`config.mk`:
```
export PLATFORM = sky130hd
export DESIGN_NAME = serial_result_port
export DESIGN_NICKNAME = d
export VERILOG_FILES = /design/src/rtl/serial_result_port.sv
export SDC_FILE = /design/constraint.sdc
export NUM_CORES = 1
export LEC_CHECK = 0
export ABC_AREA = 1
export BUFFER_PORTS_ARGS = -buffer_cell sky130_fd_sc_hd__buf_4
export CORE_AREA = 4 4 54 56
export CTS_BUF_LIST = sky130_fd_sc_hd__clkbuf_4 sky130_fd_sc_hd__clkbuf_8
export CTS_CLUSTER_DIAMETER = 100
export DETAILED_ROUTE_END_ITERATION = 10
export DIE_AREA = 0 0 58 60
export PLACE_DENSITY = 0.66
export SYNTH_ARGS = -nofsm -noshare
export SYNTH_HDL_FRONTEND = slang
export SYNTH_SLANG_ARGS = --single-unit
```
`constraint.sdc`:
```
create_clock -name clk -period 2.05 [get_ports clk]
set_input_delay 0.41 -clock clk [delete_from_list [all_inputs] [get_ports clk]]
set_output_delay 0.41 -clock clk [all_outputs]
set_load 0.02 [all_outputs]
```
`src/rtl/serial_result_port.sv`:
```
module serial_result_port #(
  parameter int DW = 10,
  parameter int FW = 16
) (
  input  logic          clk,
  input  logic          rst_n,
  input  logic          cs_n,
  input  logic          sclk,
  input  logic          rd_mode,
  input  logic          conv_busy,
  input  logic          res_ready,
  input  logic [DW-1:0] res_data,
  input  logic          lockout,
  output logic          sdo,
  output logic          sdo_oe,
  output logic          res_taken
);
  localparam int CW = $clog2(FW + 1);
  localparam logic [CW-1:0] CNT_LAST = CW'(FW - 1);
  localparam logic [CW-1:0] CNT_FULL = CW'(FW);
  localparam logic [CW-1:0] CNT_PAD  = CW'(DW);

  logic [1:0]    cs_sync, sck_sync;
  logic          cs_d, sck_d;
  logic          in_frame;
  logic [CW-1:0] bit_cnt;
  logic [DW-1:0] shreg;

  wire cs_s     = cs_sync[1];
  wire sck_s    = sck_sync[1];
  wire cs_fall  = cs_d & ~cs_s;
  wire sck_fall = sck_d & ~sck_s;
  wire open_req = cs_fall & rd_mode & res_ready & ~conv_busy;

  always_ff @(posedge clk or negedge rst_n) begin
    if (!rst_n) begin
      cs_sync  <= 2'b11;
      sck_sync <= 2'b00;
      cs_d     <= 1'b1;
      sck_d    <= 1'b0;
    end else begin
      cs_sync  <= {cs_sync[0], cs_n};
      sck_sync <= {sck_sync[0], sclk};
      cs_d     <= cs_s;
      sck_d    <= sck_s;
    end
  end

  always_ff @(posedge clk or negedge rst_n) begin
    if (!rst_n) begin
      in_frame <= 1'b0;
      bit_cnt  <= '0;
      shreg    <= '0;
    end else if (cs_s) begin
      in_frame <= 1'b0;
      bit_cnt  <= '0;
    end else if (open_req) begin
      in_frame <= 1'b1;
      bit_cnt  <= '0;
      shreg    <= res_data;
    end else if (in_frame && sck_fall && bit_cnt != CNT_FULL) begin
      bit_cnt  <= bit_cnt + 1'b1;
      shreg    <= {shreg[DW-2:0], shreg[0]};
    end
  end

  assign res_taken = in_frame & sck_fall & ~cs_s & (bit_cnt == CNT_LAST);
  assign sdo_oe    = ~cs_s & ~lockout & (in_frame | conv_busy | res_ready);
  assign sdo       = in_frame ? shreg[DW-1] : conv_busy;


  cs_latency_chk: assert property (@(posedge clk) disable iff (!rst_n)
    $fell(cs_n) |=> ##1 !cs_s);

  taken_pulse_chk: assert property (@(posedge clk) disable iff (!rst_n)
    res_taken |=> !res_taken);

  pad_stable_chk: assert property (@(posedge clk) disable iff (!rst_n)
    (in_frame && bit_cnt >= CNT_PAD) |=> (!in_frame || $stable(sdo)));

  frame_open_chk: assert property (@(posedge clk) disable iff (!rst_n)
    $rose(in_frame) |-> (bit_cnt == '0 && $past(res_ready) && $past(rd_mode)));

  cnt_bound_chk: assert property (@(posedge clk) disable iff (!rst_n)
    bit_cnt <= CNT_FULL);

  busy_flag_chk: assert property (@(posedge clk) disable iff (!rst_n)
    (!in_frame && conv_busy && sdo_oe) |-> sdo);
endmodule

```
---- Word level (Yosys, flattened, before mapping) ----
Cells that the tools add are included.
word-level totals
  flip-flop bits (word level) ............. 22
  output and inout bits ................... 3
operators by class
  add/subtract/negate cells ............... 1
  eq/ne operators ......................... 2
  muxes and demuxes ....................... 8
  bitwise gates (word level) .............. 16
  reductions and logical operators ........ 7
operators by type and width
  cell                   count
  $mux W10               2
  $mux W5                3
  $and A1 B1 Y1          10
  $add A5 B1 Y5 const B  1
  $eq A5 B4 Y1 const B   1
  $ne A5 B5 Y1 const B   1
  $not A1 Y1             4
  $reduce_and A2 Y1      2
  $reduce_bool A2 Y1     2
  $mux W1                3
  $reduce_bool A3 Y1     1
  $logic_and A1 B1 Y1    2
  $or A1 B1 Y1           2

---- Depth between registers and ports, before layout ----
  word-level depth ........................ 7
  depth in mapped cells ................... 9
  gate-level depth less buffers ........... 9

---- Worst setup path before layout ----
No wires, ideal clock.
  kind .................................... reg-to-output
  from .................................... register bit_cnt[1]
  to ...................................... output res_taken
  data arrival time ....................... 1,137 ps
  data required time ...................... 1,640 ps
  setup slack ............................. 503 ps
  cell stages (with the launch flop) ...... 7
  path buffers ............................ 0
  cell sequence ........................... dfrtp_1 -> ha_1 -> nand2_1 -> nor2_1 -> ha_1 -> nand2_1 -> nor2_1
between the ends
  word-level cells in the longest chain between the ends .. 2
ends and longest elaborated chain
  element                   line  source
  start: declaration        26    logic [CW-1:0] bit_cnt;
  start signal: assignment  62    bit_cnt <= bit_cnt + 1'b1;
  $eq A5 B4 Y1              67    assign res_taken = in_frame & sck_fall & ~cs_s & (bit_cnt == CNT_LAST);
  $and A1 B1 Y1             67
  end: declaration          16    output logic res_taken
No other way between the ends.

---- Worst setup path in the final report ----
  from .................................... register bit_cnt[0]
  to ...................................... output res_taken
The elaborated chain is that of the path after synthesis.

==> summary.md <==
| Metric | Value |
|---|---|
| Vias in the first global route | ~1000 |
| DRT iter0 DRCs | 23 |
| Tot GR Track Use | approximately 15% |
| CTS Root Cell | clkbuf_4 |
| FILL cells | 230 |
| Worst-path clk slew | 0.13 ns |
| Die footprint | roughly 0.0035 mm2 |
| Mapped Cells | ~140 |
| CTS tree | built |
| Vias/cell | between 5 and 6 |
| Antenna cell count | 0 |
| Critical path arrival | ~1.5 ns |
| Setup Skew | approximately 0.0026 ns |
| CTS Sinks | 22 |
| Largest net degree at the start of global routing | 23 |
| DR WL/cell | between 10 and 15 um |
| Min-Delay Endpoint | cs_sync[0] |
| Endpoints failing hold | 0 |
| Seq/Total Area, Yosys | a little under half |
| Die width | between 50 and 60 um |
| Die Y | around 60 um |
| R2R Path Start | bit_cnt[0] |
| First-pass GRT wire length | roughly 3900 um |
| Max-slew violations | 0 |
| Area Overhead vs Synth | 21.7% |
| Routability cong. | roughly 0.84 |
| Post-Route WL | ~2300 um |
| HP Start | cs_n |
| Post-placement cell count | roughly 190 |
| PortBufs | 20 |
| Final #Nets | ~190 |
| Worst r2r dst | shreg[2] |
| Status | finished clean |
| HP Class | in2reg |
| Minimum clock period | ~1.9 ns |
| Synth Cell Area | roughly 0.0012 mm2 |
| FP Rows | 18 |
| Worst setup SP type | register |
| Max FO, Critical Path | 3 |
| Final setup vio count | 0 |
| Vias | roughly 1000 |
| Hold Path Depth | 1 |
| R2r setup slk | approximately 0.56 ns |
| # DRC | 0 |
| CP required | roughly 1.6 ns |
| Clock Path Buffers | 2 |
| Power density over the cells | 662 mW/mm2 |
| FMAX | around 0.52 GHz |
| Flop and latch count out of synthesis | 22 |
| Syn. warnings | 0 |
| Final WS setup | ~0.12 ns |
| Post-DRT Antenna Nets | 0 |
| Initial antenna violation count | 0 |
| Crit end category | primary output |
| WS Path Type | reg2out |
| First-pass iteration count of the detailed router | 6 |
| Storage cell area | 554 um2 |
| Avg Cell Area, Syn | just over 8 um2 |
| Post-Place Setup Slack | around 0.48 ns |
| Worst Tran Pin Value | approximately 0.32 ns |
| Post-Layout Cell Count | just under 200 |
| Max-cap viol count | 0 |
| Final Cycle Share | a little over nine tenths |
| I/O Pins | 21 |
| Relative slew slack | about 79% |
| DP Wirelength | approximately 1600 um |
| Initial Util | between 40% and 50% |
| Share of cells above drive strength 1 | between 20% and 30% |
| Clk_lat worst skew | 0.31 ns |
| Post-synth cell types | 21 |
| Syn_nets | around 160 |
| Total gr overflow | 0 |
| Reg2reg path depth | 10 |
| Area taken by multi-input logic gates | between 500 and 600 um2 |
| Leakage | around 0.76 nW |
| H-tree depth | 1 |
| Core area | 0.00243 mm2 |
| Worst VDD drop | approximately 0.44 mV |
| Tot Pwr | 0.933 mW |
| Fin util | 57.9% |
| Hold slack | ~0.19 ns |
| Cts bufs inserted | 3 |
-- layer usage --
metal	track usage [%]	routed length [um]	part of all wire [%]	vias to the layer above
li1	-	-	-	505
met1	15.5	990	43	466
met2	27.3	1240	53	13
met3	3.67	72	3.1	2
met4	6.62	13	0.56	0
met5	0	0	0	-
-- synth_stat cells --
library cell   n  area, um2
inv_1         10       37.5
buf_2          2       10.0
a21oi_1        4       20.0
nand2_1       54        203
nand2_4        3       33.8
nand2_2        1       6.26
buf_6          1       11.3
ha_1           3       37.5
nor3_1         2       10.0
o21ai_0        1       5.00
nand3b_1       1       7.51
nand4_1        1       6.26
dfstp_2        3       78.8
dfrtp_1       19        475
buf_4          1       7.51
nor2_1         7       26.3
nand3_4        1       17.5
nor2_4         1       11.3
nor2_2         2       12.5
nand3_1       24        120
nor2_8         1       20.0
-- placed cells by master (no fill, tap or decap), drive strengths merged --
| cell type | count |
|---|---|
| nand3b | 1 |
| nor3 | 2 |
| ha | 3 |
| o21ai | 1 |
| nand4 | 1 |
| dfstp | 3 |
| buf | 24 |
| inv | 10 |
| bufinv | 1 |
| nand2 | 58 |
| a21oi | 4 |
| dlygate4sd3 | 1 |
| nand3 | 25 |
| nor2 | 11 |
| clkbuf | 3 |
| dfrtp | 19 |
-- worst max-delay path by stage --
stage | start | slack, ns | end | cells past startpoint
2_1_floorplan | bit_cnt[1] | 0.50 | res_taken | 6
3_3_place_gp | bit_cnt[1] | 0.53 | res_taken | 7
3_5_place_dp | bit_cnt[1] | 0.48 | res_taken | 7
4_1_cts | bit_cnt[1] | 0.10 | res_taken | 7
5_1_grt | bit_cnt[1] | -0.02 | res_taken | 7
6_report | bit_cnt[0] | 0.12 | res_taken | 7
-- worst max-delay path, cell delays in order, from the launching register on --
cell and delay, ns:
dfrtp_1 0.42, ha_1 0.22, nand2_1 0.10, nor2_1 0.05
ha_1 0.17, nand2_1 0.06, nor2_1 0.04, buf_4 0.15
-- through the flow --
| step | instance area [um2] | TNS [ns] |
|---|---|---|
| CTS | 1390 | 0 |
| global route | 1410 | -0.0150 |
| global placement | 1320 | 0 |
| finish | 1410 | 0 |
| floorplan | 1160 | 0 |
| detailed placement | 1320 | 0 |
-- kinds of logic (layout without fill, tap and decap cells) --
| kind of cell | count (synthesis) | in the layout | share of synthesized area (%) |
|---|---|---|---|
| adders and majority gates | 3 | 3 | 3.24 |
| AOI/OAI and AO/OA | 5 | 5 | 2.16 |
| DFF | 22 | 22 | 47.9 |
| buffers and inverters | 14 | 39 | 5.73 |
| and+or+nand+nor | 98 | 98 | 41.0 |
-- sequential cells by signal, indices dropped and copies added, names as in the netlist --
signal    count
bit_cnt       5
in_frame      1
cs_sync       2
cs_d          1
sck_sync      2
shreg        10
sck_d         1
-- power by group --
group	total (mW)	internal (mW)	switching (mW)	leakage (nW)
Sequential	0.484	0.467	0.0178	0.286
Clock	0.338	0.198	0.140	0.0279
Combinational	0.111	0.0519	0.0591	0.441
Total	0.933	0.716	0.217	0.756
-- layout make-up --
class,count,share of cell area (%)
Sequential cell,22,39.3
Multi-Input combinational cell,106,38.1
Tap cell,30,2.66
Inverter,10,2.66
Clock buffer,3,1.60
Timing Repair Buffer,25,13.5
Clock inverter,1,2.13
-- repair_timing --
| item | in CTS | in global routing |
|---|---|---|
| setup endpoints to repair | 0 | 1 |
| setup buffers | 0 | 3 |
| hold buffers | 1 | 0 |
| hold endpoints to repair | 19 | 0 |
| resized for setup | 0 | 0 |
(Power assumes the default switching activity.)
